**src/rtl/tmr3_pkg.sv**
```systemverilog
package tmr3_pkg;
  localparam int NUM_TMR = 3;
  localparam int ADDR_W  = 8;
  localparam int DATA_W  = 32;
  localparam int STRIDE  = 4;
  localparam int PS_W    = 16;   // divider reaches 2^(15+1)

  localparam logic [ADDR_W-1:0] OFS_CLK = 8'h00;
  localparam logic [ADDR_W-1:0] OFS_CNT = 8'h0C;
  localparam logic [ADDR_W-1:0] OFS_VAL = 8'h18;
  localparam logic [ADDR_W-1:0] OFS_IVL = 8'h24;
  localparam logic [ADDR_W-1:0] OFS_STS = 8'h54;
  localparam logic [ADDR_W-1:0] OFS_IEN = 8'h60;

  localparam int RESTART_BIT = 4;

  typedef struct packed {
    logic       srcSel;
    logic [3:0] psVal;
    logic       psEn;
    logic       stop;
    logic       intervalMode;
  } chanCfg_t;

  typedef struct packed {
    logic restart;
    logic statusClr;
  } chanStb_t;
endpackage

```
**src/rtl/tmr3_chan.sv**
```systemverilog
module tmr3_chan import tmr3_pkg::*; #(
  parameter int CNT_W = 16
) (
  input  logic             clk,
  input  logic             rstN,
  input  logic             tickA,
  input  logic             tickB,
  input  chanCfg_t         cfg,
  input  chanStb_t         stb,
  input  logic [CNT_W-1:0] intervalVal,
  output logic [CNT_W-1:0] cntVal,
  output logic             flag
);
  logic            tickSel;
  logic [PS_W:0]   psSpan;
  logic [PS_W-1:0] psLimit;
  logic [PS_W-1:0] psCnt;
  logic            psDone;
  logic            running;
  logic            step;
  logic            hitEnd;
  logic            evt;

  assign tickSel = cfg.srcSel ? tickB : tickA;
  assign psSpan  = {{(PS_W-1){1'b0}}, 2'b10} << cfg.psVal;
  assign psLimit = psSpan[PS_W-1:0] - PS_W'(1);
  assign psDone  = !cfg.psEn || (psCnt == psLimit);
  assign running = !cfg.stop && tickSel;
  assign step    = running && psDone;
  assign hitEnd  = cfg.intervalMode && (cntVal == intervalVal);
  assign evt     = step && hitEnd && !stb.restart;

  always_ff @(posedge clk) begin
    if (!rstN) begin
      psCnt  <= '0;
      cntVal <= '0;
      flag   <= 1'b0;
    end else begin
      if (stb.restart) begin
        psCnt  <= '0;
        cntVal <= '0;
      end else if (running) begin
        psCnt <= psDone ? '0 : psCnt + PS_W'(1);
        if (psDone) cntVal <= hitEnd ? '0 : cntVal + CNT_W'(1);
      end
      flag <= (flag && !stb.statusClr) || evt;
    end
  end

  AST_RESTART_CLEARS: assert property (@(posedge clk) disable iff (!rstN)
    stb.restart |=> (cntVal == '0));
  AST_STOP_HOLDS: assert property (@(posedge clk) disable iff (!rstN)
    (cfg.stop && !stb.restart) |=> $stable(cntVal));
  AST_FREE_NO_FLAG: assert property (@(posedge clk) disable iff (!rstN)
    (!cfg.intervalMode && !flag) |=> !flag);
  AST_LIMIT_WRAP: assert property (@(posedge clk) disable iff (!rstN)
    (step && hitEnd && !stb.restart) |=> (cntVal == '0) && flag);
  AST_CLEAR_KEEPS_NEW: assert property (@(posedge clk) disable iff (!rstN)
    (stb.statusClr && evt) |=> flag);
  AST_CLEAR_DROPS: assert property (@(posedge clk) disable iff (!rstN)
    (stb.statusClr && !tickSel) |=> !flag);
endmodule

```
**src/rtl/tmr3_regs.sv**
```systemverilog
module tmr3_regs import tmr3_pkg::*; #(
  parameter int CNT_W = 16
) (
  input  logic                             clk,
  input  logic                             rstN,
  input  logic                             busSel,
  input  logic                             busWrite,
  input  logic [ADDR_W-1:0]                busAddr,
  input  logic [DATA_W-1:0]                busWdata,
  output logic [DATA_W-1:0]                busRdata,
  input  logic [NUM_TMR-1:0][CNT_W-1:0]    cntVal,
  input  logic [NUM_TMR-1:0]               flag,
  output chanCfg_t [NUM_TMR-1:0]           cfg,
  output chanStb_t [NUM_TMR-1:0]           stb,
  output logic [NUM_TMR-1:0][CNT_W-1:0]    intervalVal,
  output logic [NUM_TMR-1:0]               irqEn
);
  logic                             wrReq;
  logic                             rdReq;
  logic [NUM_TMR-1:0][DATA_W-1:0]   rdPart;
  logic [NUM_TMR-1:0]               cntRdHit;
  logic [DATA_W-1:0]                rdMux;

  assign wrReq = busSel && busWrite;
  assign rdReq = busSel && !busWrite;

  for (genvar k = 0; k < NUM_TMR; k++) begin : g_tmr
    localparam logic [ADDR_W-1:0] OFF = ADDR_W'(STRIDE * k);
    logic             hitClk, hitCnt, hitVal, hitIvl, hitSts, hitIen;
    logic [5:0]       clkCtlQ;
    logic [1:0]       cntCtlQ;
    logic [CNT_W-1:0] ivlQ;
    logic             ienQ;
    logic [DATA_W-1:0] rdOne;

    assign hitClk = (busAddr == OFS_CLK + OFF);
    assign hitCnt = (busAddr == OFS_CNT + OFF);
    assign hitVal = (busAddr == OFS_VAL + OFF);
    assign hitIvl = (busAddr == OFS_IVL + OFF);
    assign hitSts = (busAddr == OFS_STS + OFF);
    assign hitIen = (busAddr == OFS_IEN + OFF);

    always_ff @(posedge clk) begin
      if (!rstN) begin
        clkCtlQ <= '0;
        cntCtlQ <= '0;
        ivlQ    <= '0;
        ienQ    <= 1'b0;
      end else if (wrReq) begin
        if (hitClk) clkCtlQ <= busWdata[5:0];
        if (hitCnt) cntCtlQ <= busWdata[1:0];
        if (hitIvl) ivlQ    <= busWdata[CNT_W-1:0];
        if (hitIen) ienQ    <= busWdata[0];
      end
    end

    assign cfg[k] = '{srcSel: clkCtlQ[5], psVal: clkCtlQ[4:1], psEn: clkCtlQ[0],
                      stop: cntCtlQ[0], intervalMode: cntCtlQ[1]};
    assign stb[k] = '{restart: wrReq && hitCnt && busWdata[RESTART_BIT],
                      statusClr: rdReq && hitSts};
    assign intervalVal[k] = ivlQ;
    assign irqEn[k]       = ienQ;
    assign cntRdHit[k]    = rdReq && hitCnt;

    always_comb begin
      rdOne = '0;
      if (hitClk) rdOne = DATA_W'(clkCtlQ);
      if (hitCnt) rdOne = DATA_W'(cntCtlQ);
      if (hitVal) rdOne = DATA_W'(cntVal[k]);
      if (hitIvl) rdOne = DATA_W'(ivlQ);
      if (hitSts) rdOne = DATA_W'(flag[k]);
      if (hitIen) rdOne = DATA_W'(ienQ);
    end
    assign rdPart[k] = rdOne;
  end

  always_comb begin
    rdMux = '0;
    for (int k = 0; k < NUM_TMR; k++) rdMux = rdMux | rdPart[k];
  end

  always_ff @(posedge clk) begin
    if (!rstN)      busRdata <= '0;
    else if (rdReq) busRdata <= rdMux;
  end

  AST_RESTART_READS_LOW: assert property (@(posedge clk) disable iff (!rstN)
    (|cntRdHit) |=> !busRdata[RESTART_BIT]);
  AST_ONE_RESTART: assert property (@(posedge clk) disable iff (!rstN)
    $onehot0({stb[2].restart, stb[1].restart, stb[0].restart}));
endmodule

```
**src/rtl/triple_timer.sv**
```systemverilog
module triple_timer import tmr3_pkg::*; #(
  parameter int CNT_W = 16
) (
  input  logic               clk,
  input  logic               rstN,
  input  logic               busSel,
  input  logic               busWrite,
  input  logic [ADDR_W-1:0]  busAddr,
  input  logic [DATA_W-1:0]  busWdata,
  output logic [DATA_W-1:0]  busRdata,
  input  logic               tickA,
  input  logic               tickB,
  output logic [NUM_TMR-1:0] irq
);
  chanCfg_t [NUM_TMR-1:0]            cfg;
  chanStb_t [NUM_TMR-1:0]            stb;
  logic [NUM_TMR-1:0][CNT_W-1:0]     intervalVal;
  logic [NUM_TMR-1:0][CNT_W-1:0]     cntVal;
  logic [NUM_TMR-1:0]                flag;
  logic [NUM_TMR-1:0]                irqEn;

  tmr3_regs #(.CNT_W(CNT_W)) u_regs (
    .clk(clk), .rstN(rstN), .busSel(busSel), .busWrite(busWrite),
    .busAddr(busAddr), .busWdata(busWdata), .busRdata(busRdata),
    .cntVal(cntVal), .flag(flag), .cfg(cfg), .stb(stb),
    .intervalVal(intervalVal), .irqEn(irqEn)
  );

  for (genvar k = 0; k < NUM_TMR; k++) begin : g_chan
    tmr3_chan #(.CNT_W(CNT_W)) u_chan (
      .clk(clk), .rstN(rstN), .tickA(tickA), .tickB(tickB),
      .cfg(cfg[k]), .stb(stb[k]), .intervalVal(intervalVal[k]),
      .cntVal(cntVal[k]), .flag(flag[k])
    );
    assign irq[k] = flag[k] && irqEn[k];

    AST_IRQ_NEEDS_EN: assert property (@(posedge clk) disable iff (!rstN)
      (!irqEn[k]) |-> !irq[k]);
  end
endmodule

```
**config.mk**
```make
export PLATFORM = sky130hd
export DESIGN_NAME = triple_timer
export DESIGN_NICKNAME = d
export VERILOG_FILES = /design/src/rtl/tmr3_pkg.sv /design/src/rtl/tmr3_chan.sv /design/src/rtl/tmr3_regs.sv /design/src/rtl/triple_timer.sv
export SDC_FILE = /design/constraint.sdc
export NUM_CORES = 1
export LEC_CHECK = 0
export ABC_AREA = 1
export CAP_MARGIN = 20
export CORE_AREA = 2 2 206 208
export DETAILED_ROUTE_END_ITERATION = 8
export DIE_AREA = 0 0 208 210
export SYNTH_ARGS = -nofsm -noshare
export SYNTH_HDL_FRONTEND = slang
export SYNTH_SLANG_ARGS = --single-unit
```
**constraint.sdc**
```tcl
create_clock -name clk -period 2.7 [get_ports clk]
set_input_delay 0.54 -clock clk [delete_from_list [all_inputs] [get_ports clk]]
set_output_delay 0.54 -clock clk [all_outputs]
set_load 0.005 [all_outputs]
```
==> flow_summary.toml <==
[pwr]
power_leakage_nw = 6.09
ir_worst_vdd_mv = 0.428
p_per_area_nw_per_um2 = 423

[sta]
max_freq_mhz = 406
post-route-worst-setup-slack_ns = 0.238
slew-limit-headroom_pct = 55.0
post-route-period-util_pct = 91.2
rsz_0062_raised_after_global_routing = "no"
max_slew.worst_pin.slew_ns = 0.674
setup_tns_ns = 0
setup_viol = 0
worst_clock_skew_ns = 0.0108
slew_viol_final = 0
timing.final.hold_violations = 0
period_minus_slack_ns = 2.46

[cells_and_area]
layout_commonest_cell = "nand2_1"
leading_cell_types_in_the_layout_fill_and_taps_excluded = "424 x nand2_1, 283 x inv_1, 218 x nor2_1"
antenna_cells_inserted = 0
multiInputGateArea_sq_um = 6910
layout_cells_sized_above_1_pct = 7.90
area_delta_synth_final_pct = 16.2
num-fill-cells = 4563
design.final.nets = 2080
seq_area_sq_um = 3810
final_core_utilization_pct = 34.3

[synthesis]
main_synth_ff_type = "dfxtp_1"
synthArstFlopShare_pct = 0
post_synth.cell_area_avg_sq_um = 6.24
synth.yosys.seq_area_share_pct = 31.0
synth.cell_area_sq_um = 12300
syn-instance-count = 1965
ys.warnings.count = 0
yosysUniqueCellTypes = 43
synth_seq_cells = 190
synth_edf_count = 0

[floorplan]
die_outline_area_sq_um = 43700
floorplan.initialDensity_pct = 29.6
die_x_extent_um = 208
rows = 75
core_area_sq_um = 41500
vertical_extent_of_the_die_um = 210
floorplan.io_pins = 81

[setup_path]
cp.arrival_ns = 2.87
crit_family = "simple AND/OR/NAND/NOR gates"
critical_path_end_type = "register"
required_time_of_the_critical_path_ns = 3.10
criticalPathCategory = "reg2reg"
worstPathMaxFanout = 9
crit_path_max_incr_delay_ns = 0.40
worst_r2r_endpoint = "g_chan[1].u_chan.cntVal[1]$_SDFFE_PP0P_"
timing.critical_path.from_type = "register"
regToRegStartpoint = "u_regs.g_tmr[1].clkCtlQ[2]$_SDFFE_PN0P_"
worst-r2r-setup-slack_ns = 0.24
critPathBufInv = 1
worst_path_max_delay_cell = "dfxtp_1"
worst_path_most_repeated_cell = "nand2_1"
worstPathCellList = "nor2_4, nand2_1, ha_1, a21oi_1, nand2_1, nor2_1, nand2_1, nor2_1, nand2_1, nor2_1, nand3_2, nand2_4, nand2_2, buf_4, nor2_1, nand2_1, nand2_1"
ff2ff_path_depth = 17

[placement]
port_buffers = 48
place.detailed.hpwl_mm = 28.8
routability_cong = 0.925
place_ws_ns = 0.122

[global_routing]
remaining_overflow_grt = 0
grt_first_pass_wirelength_mm = 60.6
antenna_found_initial = 0
grt_util_all_layers_pct = 17.1
first_global_vias = 11315
grt_start_max_net_pins = 39

[detailed_routing]
antenna_left = 0
dr.max_layer_used = "met4"
dr_wl_met2_mm = 16.2
wl_met1_mm = 18.5
iteration_0_drc_markers = 1031
drt-total-wl_mm = 37.5
wl_per_cell_um = 14.5
met3_length_mm = 2.00
detailroute.via_count = 12518
detailed_route_drc_error_count = 0
avgViaCountPerCell = 4.86
drt-pass1-iter-count = 5

[clock_network]
cts-htree-levels = 4
clkTransAtPathRegs_ns = 0.08
clk_latency_ns = 0.45
clock_sinks = 190
max-clock-path-buffers = 2
cts_buffers = 17
cts_tree = "yes"
cts_hold_buffers = 0
clk_root_buffer_cell = "clkbuf_16"

[hold_path]
hold_path_end = "u_regs.g_tmr[2].clkCtlQ[2]$_SDFFE_PN0P_"
worstHoldStart = "rstN"
min-delay-path-class = "in2reg"
min_delay_path_depth = 3

[job]
max_cap_violations = 0

[run_status]
run_status = "complete, no violations"
-- repair_timing --
item	in CTS	in global routing
resized for setup	0	6
endpoints found under the setup margin	0	63
buffers inserted	0	0
-- synthesized netlist by cell type (7+ instances only) --
library cell,instances,area [sq um]
inv_2,10,37.5
o22ai_1,15,93.8
o21ai_0,123,616
buf_4,22,165
nand2_1,424,1590
buf_2,14,70.1
xor2_1,75,657
nor2_1,221,830
nor4_1,8,50.1
nand3_1,156,781
nor3_1,65,325
dfxtp_1,190,3800
clkbuf_1,56,210
ha_1,9,113
a221oi_1,14,123
inv_1,283,1060
a21oi_1,147,736
nand3b_1,8,60.1
nand4_1,42,263
xnor2_1,7,61.3
-- flip-flops by register name (all words and copies together), names as in the netlist --
name                  cells
g_chan.u_chan.cntVal     48
g_chan.u_chan.flag        3
g_chan.u_chan.psCnt      48
u_regs.busRdata          16
u_regs.g_tmr.clkCtlQ     18
u_regs.g_tmr.cntCtlQ      6
u_regs.g_tmr.ienQ         3
u_regs.g_tmr.ivlQ        48
-- layout make-up --
type,count,share of cell area [%]
tap,539,4.74
inverter,296,7.82
timing repair buffer,123,7.73
clock buffer,18,3.08
sequential,190,26.7
clock inverter,14,1.37
multi-input combinational,1397,48.5
-- through the flow --
stage | instances | instance area [sq um] | power, W | hold slack [ns]
after floorplan | 1980 | 12300 | 0.00315 | 0.439
after global placement | 2545 | 13600 | 0.00333 | 0.462
after detailed placement | 2545 | 13600 | 0.00333 | 0.462
after CTS | 2577 | 14200 | 0.00608 | 0.401
after global routing | 2577 | 14200 | 0.00623 | 0.427
final | 2577 | 14200 | 0.00603 | 0.414
-- report_power, final --
| part | internal [W] | switching, W | total, W |
|---|---|---|---|
| Combinational | 0.000155 | 0.000265 | 0.000420 |
| Clock | 0.00145 | 0.00130 | 0.00275 |
| Sequential | 0.00282 | 0.0000308 | 0.00286 |
| Total | 0.00443 | 0.00160 | 0.00603 |
-- worst reg2reg max path: stages, from the launching register on --
cell     delay, ns
dfxtp_1       0.40
nor2_4        0.18
nand2_1       0.10
ha_1          0.33
a21oi_1       0.16
nand2_1       0.07
nor2_1        0.08
nand2_1       0.05
nor2_1        0.11
nand2_1       0.06
nor2_1        0.16
nand3_2       0.13
nand2_4       0.11
nand2_2       0.09
buf_4         0.20
nor2_1        0.10
nand2_1       0.05
nand2_1       0.05
-- worst max-delay path by stage --
stage / start / to / slack [ns] / cells past startpoint
6_report: u_regs.g_tmr[1].clkCtlQ[2]$_SDFFE_PN0P_ / g_chan[1].u_chan.cntVal[1]$_SDFFE_PP0P_ / 0.24 / 17
3_5_place_dp: u_regs.g_tmr[1].clkCtlQ[2]$_SDFFE_PN0P_ / g_chan[1].u_chan.cntVal[1]$_SDFFE_PP0P_ / 0.12 / 17
4_1_cts: u_regs.g_tmr[1].clkCtlQ[2]$_SDFFE_PN0P_ / g_chan[1].u_chan.cntVal[1]$_SDFFE_PP0P_ / 0.1 / 17
3_3_place_gp: busAddr[2] / u_regs.busRdata[3]$_SDFFE_PN0P_ / 0.11 / 11
5_1_grt: u_regs.g_tmr[2].clkCtlQ[4]$_SDFFE_PN0P_ / g_chan[2].u_chan.cntVal[1]$_SDFFE_PP0P_ / 0.002 / 20
2_1_floorplan: u_regs.g_tmr[1].clkCtlQ[3]$_SDFFE_PN0P_ / g_chan[1].u_chan.cntVal[13]$_SDFFE_PP0P_ / 0.41 / 17
-- cells by family after synthesis --
group	share of synthesized area, %
DFF	31.0
buffers and inverters	13.2
xor gates and xnor gates	5.86
adders and majority gates	0.919
other	0.0306
AOI/OAI and AO/OA	14.5
and+or+nand+nor	34.5
-- metal layers --
layer | vias to the layer above | GRT usage [%]
met2 | 298 | 26.2
met1 | 5744 | 24.7
met4 | 0 | 4.52
met5 | - | 0
li1 | 6437 | -
met3 | 39 | 2.98
Power figures use the tool's default switching activity.
